===== config.mk =====
export PLATFORM = sky130hd
export DESIGN_NAME = bt656_formatter
export DESIGN_NICKNAME = d
export VERILOG_FILES = /design/src/rtl/bt656_pkg.sv /design/src/rtl/bt656_raster.sv /design/src/rtl/bt656_field_flags.sv /design/src/rtl/bt656_byte_mux.sv /design/src/rtl/bt656_formatter.sv
export SDC_FILE = /design/constraint.sdc
export NUM_CORES = 1
export LEC_CHECK = 0
export BUFFER_PORTS_ARGS = -buffer_cell sky130_fd_sc_hd__buf_2
export CELL_PAD_IN_SITES_DETAIL_PLACEMENT = 1
export CELL_PAD_IN_SITES_GLOBAL_PLACEMENT = 1
export CORE_MARGIN = 4
export CORE_UTILIZATION = 45
export CTS_CLUSTER_SIZE = 28
export DETAILED_ROUTE_END_ITERATION = 12
export PLACE_DENSITY = 0.89
export SLEW_MARGIN = 30
export SYNTH_ARGS = -nofsm -noshare
export SYNTH_HDL_FRONTEND = slang
export SYNTH_SLANG_ARGS = --single-unit
export TNS_END_PERCENT = 50

===== constraint.sdc =====
create_clock -name clk -period 4.27 [get_ports clk]
set_input_delay 0.854 -clock clk [delete_from_list [all_inputs] [get_ports clk]]
set_output_delay 0.854 -clock clk [all_outputs]
set_load 0.02 [all_outputs]

===== src/rtl/bt656_pkg.sv =====
package bt656_pkg;

    localparam int unsigned LINE_W = 10;

    typedef enum logic [1:0] {
        RG_EAV   = 2'd0,
        RG_HFILL = 2'd1,
        RG_SAV   = 2'd2,
        RG_ACT   = 2'd3
    } region_e;

    typedef struct packed {
        logic [7:0] cb;
        logic [7:0] y0;
        logic [7:0] cr;
        logic [7:0] y1;
    } pair_t;

    localparam logic [7:0] CODE_LEAD = 8'hFF;
    localparam logic [7:0] CODE_ZERO = 8'h00;
    localparam logic [7:0] FILL_CHR  = 8'h80;
    localparam logic [7:0] FILL_LUM  = 8'h10;

    localparam logic [LINE_W-1:0] LINES_525 = 10'd525;
    localparam logic [LINE_W-1:0] LINES_625 = 10'd625;

    // 625-line blanking and field boundaries
    localparam logic [LINE_W-1:0] P_VON_A  = 10'd624;
    localparam logic [LINE_W-1:0] P_VOFF_A = 10'd23;
    localparam logic [LINE_W-1:0] P_VON_B  = 10'd311;
    localparam logic [LINE_W-1:0] P_VOFF_B = 10'd336;
    localparam logic [LINE_W-1:0] P_FLD_B  = 10'd313;

    // 525-line blanking and field boundaries
    localparam logic [LINE_W-1:0] N_VOFF_A = 10'd10;
    localparam logic [LINE_W-1:0] N_VON_B  = 10'd264;
    localparam logic [LINE_W-1:0] N_VOFF_B = 10'd273;
    localparam logic [LINE_W-1:0] N_FLD_A  = 10'd4;
    localparam logic [LINE_W-1:0] N_FLD_B  = 10'd266;

    function automatic logic [7:0] flag_word(input logic f, input logic v, input logic h);
        return {1'b1, f, v, h, v ^ h, f ^ h, f ^ v, f ^ v ^ h};
    endfunction

    function automatic logic [7:0] keep_legal(input logic [7:0] b);
        if (b == 8'h00) return 8'h01;
        if (b == 8'hFF) return 8'hFE;
        return b;
    endfunction

endpackage


===== src/rtl/bt656_raster.sv =====
module bt656_raster
    import bt656_pkg::*;
#(
    parameter int unsigned ACTIVE_BYTES   = 1440,
    parameter int unsigned LINE_BYTES_525 = 1716,
    parameter int unsigned LINE_BYTES_625 = 1728
) (
    input  logic              clk,
    input  logic              rst_n,
    input  logic              pal_mode,
    output region_e           region_o,
    output logic [1:0]        sub_o,
    output logic              fill_luma_o,
    output logic [LINE_W-1:0] line_o,
    output logic              mode_o
);

    localparam int unsigned LMAX = (LINE_BYTES_625 > LINE_BYTES_525) ? LINE_BYTES_625 : LINE_BYTES_525;
    localparam int unsigned H_W  = $clog2(LMAX);

    localparam logic [H_W-1:0] LAST_N = H_W'(LINE_BYTES_525 - 1);
    localparam logic [H_W-1:0] LAST_P = H_W'(LINE_BYTES_625 - 1);
    localparam logic [H_W-1:0] ACT_N  = H_W'(LINE_BYTES_525 - ACTIVE_BYTES);
    localparam logic [H_W-1:0] ACT_P  = H_W'(LINE_BYTES_625 - ACTIVE_BYTES);
    localparam logic [H_W-1:0] SAV_N  = H_W'(LINE_BYTES_525 - ACTIVE_BYTES - 4);
    localparam logic [H_W-1:0] SAV_P  = H_W'(LINE_BYTES_625 - ACTIVE_BYTES - 4);
    localparam logic [H_W-1:0] EAV_LEN = H_W'(4);
    localparam logic [LINE_W-1:0] FIRST_LINE = LINE_W'(1);

    typedef struct packed {
        logic [H_W-1:0]    h;
        logic [LINE_W-1:0] line;
        logic              mode;
        logic              run;
    } rast_t;

    rast_t st_q, st_d;

    logic              mode_eff;
    logic [H_W-1:0]    h_last, act_start, sav_start;
    logic [LINE_W-1:0] n_lines;
    logic              end_line, end_frame;

    always_comb begin
        mode_eff  = st_q.run ? st_q.mode : pal_mode;
        h_last    = mode_eff ? LAST_P : LAST_N;
        act_start = mode_eff ? ACT_P  : ACT_N;
        sav_start = mode_eff ? SAV_P  : SAV_N;
        n_lines   = mode_eff ? LINES_625 : LINES_525;
        end_line  = (st_q.h == h_last);
        end_frame = end_line && (st_q.line == n_lines);

        st_d     = st_q;
        st_d.run = 1'b1;
        if (!st_q.run) begin
            st_d.mode = pal_mode;
        end
        if (end_line) begin
            st_d.h    = '0;
            st_d.line = end_frame ? FIRST_LINE : st_q.line + FIRST_LINE;
        end else begin
            st_d.h = st_q.h + H_W'(1);
        end
        if (end_frame) begin
            st_d.mode = pal_mode;
        end

        if (st_q.h < EAV_LEN) begin
            region_o = RG_EAV;
        end else if (st_q.h < sav_start) begin
            region_o = RG_HFILL;
        end else if (st_q.h < act_start) begin
            region_o = RG_SAV;
        end else begin
            region_o = RG_ACT;
        end
    end

    assign sub_o       = st_q.h[1:0];
    assign fill_luma_o = st_q.h[0];
    assign line_o      = st_q.line;
    assign mode_o      = mode_eff;

    always_ff @(posedge clk or negedge rst_n) begin
        if (!rst_n) begin
            st_q <= '{h: '0, line: FIRST_LINE, mode: 1'b0, run: 1'b0};
        end else begin
            st_q <= st_d;
        end
    end


    line_range_chk: assert property (@(posedge clk) disable iff (!rst_n)
        (st_q.line >= FIRST_LINE) && (st_q.line <= LINES_625));


    h_range_chk: assert property (@(posedge clk) disable iff (!rst_n)
        st_q.h <= LAST_P || st_q.h <= LAST_N);


    mode_hold_chk: assert property (@(posedge clk) disable iff (!rst_n)
        (st_q.run && !end_frame) |=> $stable(st_q.mode));

endmodule


===== src/rtl/bt656_field_flags.sv =====
module bt656_field_flags
    import bt656_pkg::*;
(
    input  logic [LINE_W-1:0] line_i,
    input  logic              mode_i,
    output logic              fld_o,
    output logic              vblk_o
);

    logic p_v, p_f, n_v, n_f;

    always_comb begin
        p_v = (line_i >= P_VON_A) || (line_i < P_VOFF_A) ||
              ((line_i >= P_VON_B) && (line_i < P_VOFF_B));
        p_f = (line_i >= P_FLD_B);
        n_v = (line_i < N_VOFF_A) ||
              ((line_i >= N_VON_B) && (line_i < N_VOFF_B));
        n_f = (line_i < N_FLD_A) || (line_i >= N_FLD_B);
        vblk_o = mode_i ? p_v : n_v;
        fld_o  = mode_i ? p_f : n_f;
    end

endmodule


===== src/rtl/bt656_byte_mux.sv =====
module bt656_byte_mux
    import bt656_pkg::*;
(
    input  logic       clk,
    input  logic       rst_n,
    input  region_e    region_i,
    input  logic [1:0] sub_i,
    input  logic       fill_luma_i,
    input  logic       fld_i,
    input  logic       vblk_i,
    input  logic       pix_valid,
    input  pair_t      pix_i,
    output logic       pix_ready,
    output logic [7:0] vid_data,
    output logic       vid_strobe,
    output logic       pix_underrun
);

    localparam pair_t BLACK = '{cb: FILL_CHR, y0: FILL_LUM, cr: FILL_CHR, y1: FILL_LUM};

    typedef struct packed {
        pair_t      pair;
        logic [7:0] data;
        logic       strobe;
        logic       underrun;
        logic       code;
    } mux_t;

    mux_t       st_q, st_d;
    logic [7:0] fill_b;
    logic [7:0] code_b;

    always_comb begin
        pix_ready = (region_i == RG_ACT) && !vblk_i && (sub_i == 2'd0);

        st_d          = st_q;
        st_d.strobe   = 1'b1;
        st_d.underrun = pix_ready && !pix_valid;
        st_d.code     = (region_i == RG_EAV) || (region_i == RG_SAV);
        if (pix_ready && pix_valid) begin
            st_d.pair = pix_i;
        end

        fill_b = fill_luma_i ? FILL_LUM : FILL_CHR;
        case (sub_i)
            2'd0:    code_b = CODE_LEAD;
            2'd3:    code_b = flag_word(fld_i, vblk_i, region_i == RG_EAV);
            default: code_b = CODE_ZERO;
        endcase

        case (region_i)
            RG_EAV, RG_SAV: st_d.data = code_b;
            RG_HFILL:       st_d.data = fill_b;
            default: begin
                if (vblk_i) begin
                    st_d.data = fill_b;
                end else begin
                    case (sub_i)
                        2'd0:    st_d.data = keep_legal(st_d.pair.cb);
                        2'd1:    st_d.data = keep_legal(st_d.pair.y0);
                        2'd2:    st_d.data = keep_legal(st_d.pair.cr);
                        default: st_d.data = keep_legal(st_d.pair.y1);
                    endcase
                end
            end
        endcase
    end

    always_ff @(posedge clk or negedge rst_n) begin
        if (!rst_n) begin
            st_q <= '{pair: BLACK, data: 8'h00, strobe: 1'b0, underrun: 1'b0, code: 1'b0};
        end else begin
            st_q <= st_d;
        end
    end

    assign vid_data     = st_q.data;
    assign vid_strobe   = st_q.strobe;
    assign pix_underrun = st_q.underrun;


    flag_protect_chk: assert property (@(posedge clk) disable iff (!rst_n)
        ($past(st_q.strobe, 3) && $past(st_q.data, 3) == 8'hFF &&
         $past(st_q.data, 2) == 8'h00 && $past(st_q.data, 1) == 8'h00)
        |-> (st_q.data[7] &&
             st_q.data[3] == (st_q.data[5] ^ st_q.data[4]) &&
             st_q.data[2] == (st_q.data[6] ^ st_q.data[4]) &&
             st_q.data[1] == (st_q.data[6] ^ st_q.data[5]) &&
             st_q.data[0] == (st_q.data[6] ^ st_q.data[5] ^ st_q.data[4])));


    no_false_code_chk: assert property (@(posedge clk) disable iff (!rst_n)
        (st_q.strobe && !st_q.code) |-> (st_q.data != 8'h00 && st_q.data != 8'hFF));


    underrun_gap_chk: assert property (@(posedge clk) disable iff (!rst_n)
        st_q.underrun |=> !st_q.underrun);


    strobe_hold_chk: assert property (@(posedge clk) disable iff (!rst_n)
        st_q.strobe |=> st_q.strobe);

endmodule


===== src/rtl/bt656_formatter.sv =====
module bt656_formatter
    import bt656_pkg::*;
#(
    parameter int unsigned ACTIVE_BYTES   = 1440,
    parameter int unsigned LINE_BYTES_525 = 1716,
    parameter int unsigned LINE_BYTES_625 = 1728
) (
    input  logic       clk,
    input  logic       rst_n,
    input  logic       pal_mode,
    input  logic       pix_valid,
    input  logic [7:0] pix_cb,
    input  logic [7:0] pix_y0,
    input  logic [7:0] pix_cr,
    input  logic [7:0] pix_y1,
    output logic       pix_ready,
    output logic [7:0] vid_data,
    output logic       vid_strobe,
    output logic       pix_underrun
);

    region_e           region_w;
    logic [1:0]        sub_w;
    logic              fill_luma_w;
    logic [LINE_W-1:0] line_w;
    logic              mode_w;
    logic              fld_w, vblk_w;
    pair_t             pair_w;

    assign pair_w = '{cb: pix_cb, y0: pix_y0, cr: pix_cr, y1: pix_y1};

    bt656_raster #(
        .ACTIVE_BYTES  (ACTIVE_BYTES),
        .LINE_BYTES_525(LINE_BYTES_525),
        .LINE_BYTES_625(LINE_BYTES_625)
    ) u_raster (
        .clk        (clk),
        .rst_n      (rst_n),
        .pal_mode   (pal_mode),
        .region_o   (region_w),
        .sub_o      (sub_w),
        .fill_luma_o(fill_luma_w),
        .line_o     (line_w),
        .mode_o     (mode_w)
    );

    bt656_field_flags u_flags (
        .line_i(line_w),
        .mode_i(mode_w),
        .fld_o (fld_w),
        .vblk_o(vblk_w)
    );

    bt656_byte_mux u_mux (
        .clk         (clk),
        .rst_n       (rst_n),
        .region_i    (region_w),
        .sub_i       (sub_w),
        .fill_luma_i (fill_luma_w),
        .fld_i       (fld_w),
        .vblk_i      (vblk_w),
        .pix_valid   (pix_valid),
        .pix_i       (pair_w),
        .pix_ready   (pix_ready),
        .vid_data    (vid_data),
        .vid_strobe  (vid_strobe),
        .pix_underrun(pix_underrun)
    );

endmodule


==> results of run 1 <==
==> flip-flops by register name, summed over array words and instances (netlist names) <==
name	cells
u_mux.pix_underrun	1
u_raster.sub_o	1
u_mux.vid_data	8
u_mux.vid_strobe	1
u_raster.line_o	10
u_mux.st_q	32
u_raster.st_q	10
u_raster.fill_luma_o	1
==> per-stage QoR <==
step | hold WS, ps | utilization (%) | setup WS [ps] | power [mW] | instances
final | 509 | 51.9 | 430 | 1.18 | 566
after global routing | 541 | 51.9 | 265 | 1.22 | 566
after CTS | 525 | 51.9 | 281 | 1.18 | 566
after detailed placement | 509 | 49.8 | 209 | 0.687 | 551
after global placement | 482 | 49.7 | 424 | 0.683 | 551
after floorplan | 439 | - | 441 | 0.640 | 423
==> worst reg2reg max path, cell delays in order, from the launching register on <==
cell	delay (ps)
dfrtp_1	400
mux2i_1	140
buf_4	170
ha_1	300
nand2_1	60
o21ai_0	330
a31o_2	270
o21a_2	370
nand2_1	190
mux2_2	350
a2111oi_1	760
o32ai_1	190
==> layout make-up <==
| type | count | area, um2 | share of cell area [%] |
|---|---|---|---|
| Sequential cell | 64 | 1610 | 37.3 |
| Clock inverter | 4 | 47.5 | 1.10 |
| Timing Repair Buffer | 53 | 285 | 6.62 |
| Clock buffer | 11 | 131 | 3.05 |
| Multi-Input combinational cell | 317 | 2060 | 47.8 |
| Tap cell | 105 | 131 | 3.05 |
| Inverter | 12 | 45.0 | 1.04 |
==> path summary, 6_finish.rpt <==
path,startpoint,endpoint,slack (ps)
max,pal_mode,u_mux.vid_data[1],430
max reg2reg,u_mux.vid_strobe,u_mux.vid_data[1],590
min,rst_n,u_mux.vid_data[5],510
max in group asynchronous,rst_n,u_raster.line_o[0],3000
min in group clk,u_mux.st_q[27],u_mux.st_q[27],520
min reg2reg,u_mux.st_q[27],u_mux.st_q[27],520
==> kinds of logic after synthesis <==
| group | count (synthesis) |
|---|---|
| other cells | 1 |
| buf+inv | 42 |
| xor+xnor | 19 |
| compound gates | 102 |
| fa+ha+maj | 13 |
| simple gates | 161 |
| mux | 21 |
| flops | 64 |
==> metal layers <==
metal | vias up | track usage [%] | share of wire (%)
met5 | - | 0 | 0
met4 | 0 | 11.0 | 2.9
met3 | 26 | 4.71 | 5.0
met2 | 110 | 41.6 | 51
met1 | 1769 | 29.5 | 41
li1 | 1621 | - | -
==> synth_stat cells (all sizes together), types with 2 or more instances <==
cell type / n / area share, %
nor2: 33 / 3.4
o22ai: 2 / 0.32
or4: 3 / 0.58
o21ai: 36 / 5.0
o311a: 2 / 0.52
xor2: 10 / 2.3
o221ai: 2 / 0.45
nor2b: 4 / 0.65
a21oi: 28 / 3.6
or3: 3 / 0.61
xnor2: 9 / 2.0
clkbuf: 14 / 1.4
a31oi: 2 / 0.32
nor4: 14 / 2.3
buf: 16 / 2.7
nor3: 6 / 0.78
mux2i: 2 / 0.52
and3: 2 / 0.32
a2111oi: 7 / 2.4
a222oi: 2 / 0.52
o32ai: 3 / 0.68
o311ai: 3 / 0.68
inv: 12 / 1.2
o211ai: 3 / 0.58
nand3: 29 / 3.8
dfrtp: 59 / 38
dfstp: 5 / 3.4
mux2: 19 / 5.7
ha: 13 / 4.2
nand2: 45 / 4.4
a211oi: 3 / 0.71
or2: 2 / 0.32
nand4: 15 / 2.4
==> power by group through the flow <==
stage,Combinational (mW),Clock (mW),Sequential (mW)
floorplan,0.0195,0,0.620
global placement,0.0639,0,0.620
detailed placement,0.0673,0,0.620
CTS,0.0683,0.506,0.608
global route,0.0764,0.539,0.608
finish,0.0674,0.503,0.608
==> impl_metrics.py, run 1 <==
metrics = {
    "routing": {
        "drc": 0,
        "routed_wl_mm": 11.7,
        "via_count": 3526,
        "first_iter_violations": 228,
        "drtAntennaViolNets": 0,
        "wire_per_inst_um": 20.7,
        "first_pass_iters": 4,
        "viasPerCell": 6.23,
    },
    "pwr": {
        "clkPwrFrac_pct": 42.7,
        "swShare_pct": 23.9,
        "p_int_uw": 897,
        "p_switching_uw": 282,
        "power_density_nw_per_um2": 273,
        "max-vdd-ir-drop_mv": 0.139,
        "p_comb_share_pct": 5.7,
        "power_leakage_nw": 1.96,
        "p_seq_share_pct": 51.6,
    },
    "placement": {
        "portBuffers": 46,
        "post-dp-hpwl_mm": 8.61,
        "gp_congestion": 0.877,
        "placed_cell_area_um2": 4130,
    },
    "grt": {
        "grt_max_degree": 47,
        "grt_first_pass_wirelength_mm": 19.3,
        "grt_usage_pct": 24.3,
        "grt_pass1_vias": 3770,
        "antenna_found_initial": 0,
        "grt_overflow_total": 0,
    },
    "floorplan": {
        "ios": 47,
        "die_h_um": 101,
        "die_w_um": 101,
        "core_um2": 8300,
        "die-area_um2": 10100,
        "rows": 33,
        "initial_core_util_pct": 46.6,
    },
    "clock_network": {
        "clk_pin_slew_ps": 80,
        "cts_max_path_buffers": 2,
        "ctsHtreeMaxLevel": 3,
        "cts_resized": 0,
        "cts_root_buf": "clkbuf_8",
        "cts_setup_buffers": 0,
        "clock_latency_ps": 350,
        "cts_sinks": 64,
        "hold_buffers": 0,
        "cts_buffers": 9,
        "cts_tree": "built",
    },
    "logic_synthesis": {
        "synthSimpleGateAreaFrac_pct": 20.5,
        "synth_compound_area_share_pct": 17.8,
        "synth_edf_count": 0,
        "synth.area.mux_share_pct": 6.25,
        "syn_nets": 472,
        "syn_area_um2": 3870,
        "avgSynthCellArea_um2": 9.14,
        "ys_async_sr_fraction_pct": 100,
        "synth-seq-cells": 64,
        "synth_top_family_by_area": "simple AND/OR/NAND/NOR gates",
        "ys.flop_type": "dfrtp_1",
        "yosys_warnings": 0,
        "synth_xor_area_share_pct": 4.30,
        "yosysSeqAreaShare_pct": 41.6,
        "synthAdderAreaFrac_pct": 4.21,
        "synth_cells": 423,
        "ys_types": 59,
    },
    "sta": {
        "post-route-period-util_pct": 89.9,
        "min_period_ps": 3840,
        "skew_ps": 13.1,
        "slew_headroom_pct": 47.2,
        "tns_ps": 0,
        "fmax_ghz": 0.260,
        "rsz0062_at_grt": "false",
        "setup_viol": 0,
        "tightest_slew_ps": 790,
        "final_max_slew_viol_count": 0,
        "finalHoldViolations": 0,
    },
    "run": {
        "drv_cap": 0,
    },
    "finish": {
        "nNetsFinal": 506,
        "layout-area-overhead-vs-synth_pct": 11.5,
        "final_area_um2": 4310,
        "nFillCells": 983,
        "mostFrequentLayoutCells": "dfrtp_1 (59), nand2_1 (45), buf_2 (45)",
        "diodes": 0,
        "drive_above_1_share_pct": 22.1,
        "final_common_cell": "dfrtp_1",
    },
    "worst_setup_path": {
        "end_kind": "flop",
        "crit_buf_inv": 2,
        "reg2reg_depth": 11,
        "crit_required_ps": 4460,
        "arrival_ps": 4030,
        "critPathTopFamily": "compound AO/OA/AOI/OAI gates",
        "cp_cell_sequence": "buf_2, mux2i_1, buf_4, ha_1, a211oi_1, o21ai_0, a31o_2, o21a_2, nand2_1, mux2_2, a2111oi_1, o32ai_1",
        "critPathMaxFanout": 16,
        "critical_path_class": "in2reg",
        "slowest_delay_ps": 760,
        "crit_cells": 12,
        "slowest_stage": "a2111oi_1",
        "start_kind": "input pin",
    },
    "outcome": {
        "status": "complete, no violations",
    },
    "hold_path": {
        "min_path_type": "in2async",
    },
}
(Power assumes the default switching activity.)
==> inputs of run 2 (changes only) <==
--- a/config.mk
+++ b/config.mk
@@ -9,10 +9,10 @@
 export CELL_PAD_IN_SITES_DETAIL_PLACEMENT = 1
 export CELL_PAD_IN_SITES_GLOBAL_PLACEMENT = 1
 export CORE_MARGIN = 4
-export CORE_UTILIZATION = 45
+export CORE_UTILIZATION = 25
 export CTS_CLUSTER_SIZE = 28
 export DETAILED_ROUTE_END_ITERATION = 12
-export PLACE_DENSITY = 0.89
+export PLACE_DENSITY = 0.59
 export SLEW_MARGIN = 30
 export SYNTH_ARGS = -nofsm -noshare
 export SYNTH_HDL_FRONTEND = slang
==> impl_metrics.py, run 2 (synthesis results as in run 1) <==
metrics = {
    "finish": {
        "mostFrequentLayoutCells": "dfrtp_1 (59), nand2_1 (45), buf_2 (45)",
        "fin_util_pct": 30.2,
        "top_register": "u_mux.st_q",
        "largest_reg_flops": 32,
        "final_common_cell": "dfrtp_1",
        "layout-area-overhead-vs-synth_pct": 18.6,
        "drive_above_1_share_pct": 23.3,
        "diodes": 0,
        "nNetsFinal": 511,
    },
    "routing": {
        "drc": 0,
        "via_count": 3365,
        "wire_per_inst_um": 18.2,
        "drtAntennaViolNets": 0,
        "first_pass_iters": 4,
        "routed_wl_mm": 11.9,
        "viasPerCell": 5.14,
        "first_iter_violations": 94,
    },
    "floorplan": {
        "die-area_um2": 17500,
        "die_h_um": 132,
        "rows": 45,
        "initial_core_util_pct": 25.4,
        "die_w_um": 132,
        "ios": 47,
        "core_um2": 15200,
    },
    "placement": {
        "portBuffers": 46,
        "gp_congestion": 0.802,
        "post-dp-hpwl_mm": 8.92,
    },
    "sta": {
        "rsz0062_at_grt": "false",
        "finalHoldViolations": 0,
        "post-route-period-util_pct": 88.4,
        "min_period_ps": 3780,
        "skew_ps": 8.16,
        "final_max_slew_viol_count": 0,
        "fmax_ghz": 0.265,
        "tightest_slew_ps": 729,
        "slew_headroom_pct": 51.0,
        "setup_viol": 0,
        "hold_slack_ps": 478,
        "tns_ps": 0,
    },
    "run": {
        "drv_cap": 0,
    },
    "pwr": {
        "power_leakage_nw": 2.05,
        "totalPowerFinal_mw": 1.47,
        "max-vdd-ir-drop_mv": 0.204,
        "power_density_nw_per_um2": 320,
    },
    "outcome": {
        "status": "complete, no violations",
    },
    "worst_setup_path": {
        "critPathMaxFanout": 27,
        "start_kind": "input pin",
        "end_kind": "primary output",
        "critical_path_class": "in2out",
        "crit_required_ps": 3420,
        "arrival_ps": 2920,
    },
    "clock_network": {
        "hold_buffers": 0,
        "cts_tree": "built",
        "cts_sinks": 64,
        "cts_resized": 0,
        "clk_pin_slew_ps": 60,
        "ctsHtreeMaxLevel": 3,
        "cts_setup_buffers": 0,
        "cts_max_path_buffers": 2,
        "clock_latency_ps": 350,
        "cts_buffers": 9,
        "cts_root_buf": "clkbuf_16",
    },
    "grt": {
        "grt_usage_pct": 14.2,
        "grt_first_pass_wirelength_mm": 19.9,
        "grt_overflow_total": 0,
        "grt_pass1_vias": 3604,
        "grt_max_degree": 38,
        "antenna_found_initial": 0,
    },
    "hold_path": {
        "min_path_type": "in2async",
    },
}
## run 2: cell type report
| class | instances | area, um2 |
|---|---|---|
| timing repair buffer | 58 | 323 |
| clock inverter | 6 | 85.1 |
| inverter | 12 | 45.0 |
| clock buffer | 10 | 229 |
| multi-input combinational | 317 | 2060 |
| sequential | 64 | 1610 |
| fill | 1788 | 10600 |
| tap | 188 | 235 |
## run 2: worst max-delay path: stages
cell	delay, ps
buf_2	110
mux2i_1	120
buf_4	180
inv_1	120
ha_1	210
a211oi_1	220
o21ai_0	170
a31o_2	310
o21ai_4	80
buf_4	320
nor2_1	70
buf_2	160
## run 2: final timing paths
check / slack [ps] / startpoint / endpoint / cells past startpoint
max: 490 / pal_mode / pix_ready / 12
min: 480 / rst_n / u_mux.st_q[14] / 1
max reg2reg: 770 / u_mux.vid_strobe / u_mux.vid_data[7] / 12
min reg2reg: 500 / u_mux.st_q[11] / u_mux.st_q[11] / 2
max in group asynchronous: 2970 / rst_n / u_mux.st_q[31] / 2
min in group clk: 500 / u_mux.st_q[11] / u_mux.st_q[11] / 2
## run 2: power by group
| group | internal, mW | total [mW] | switching, mW |
|---|---|---|---|
| clock | 0.509 | 0.793 | 0.284 |
| sequential | 0.609 | 0.609 | 0.000759 |
| combinational | 0.0243 | 0.0668 | 0.0424 |
## run 2: stage by stage
stage / std cells / setup slack [ps] / cell area, um2
after detailed placement: 639 / 180 / 4270
after global routing: 655 / 247 / 4590
after floorplan: 423 / 441 / 3870
after global placement: 639 / 277 / 4270
final: 655 / 494 / 4590
after CTS: 655 / 492 / 4580
## run 2: metal layers
layer	part of all wire [%]	vias up	GRT usage (%)
met1	47	1686	18.5
met3	4.0	13	4.62
li1	-	1619	-
met5	0	-	0
met2	47	47	22.8
met4	1.4	0	3.93
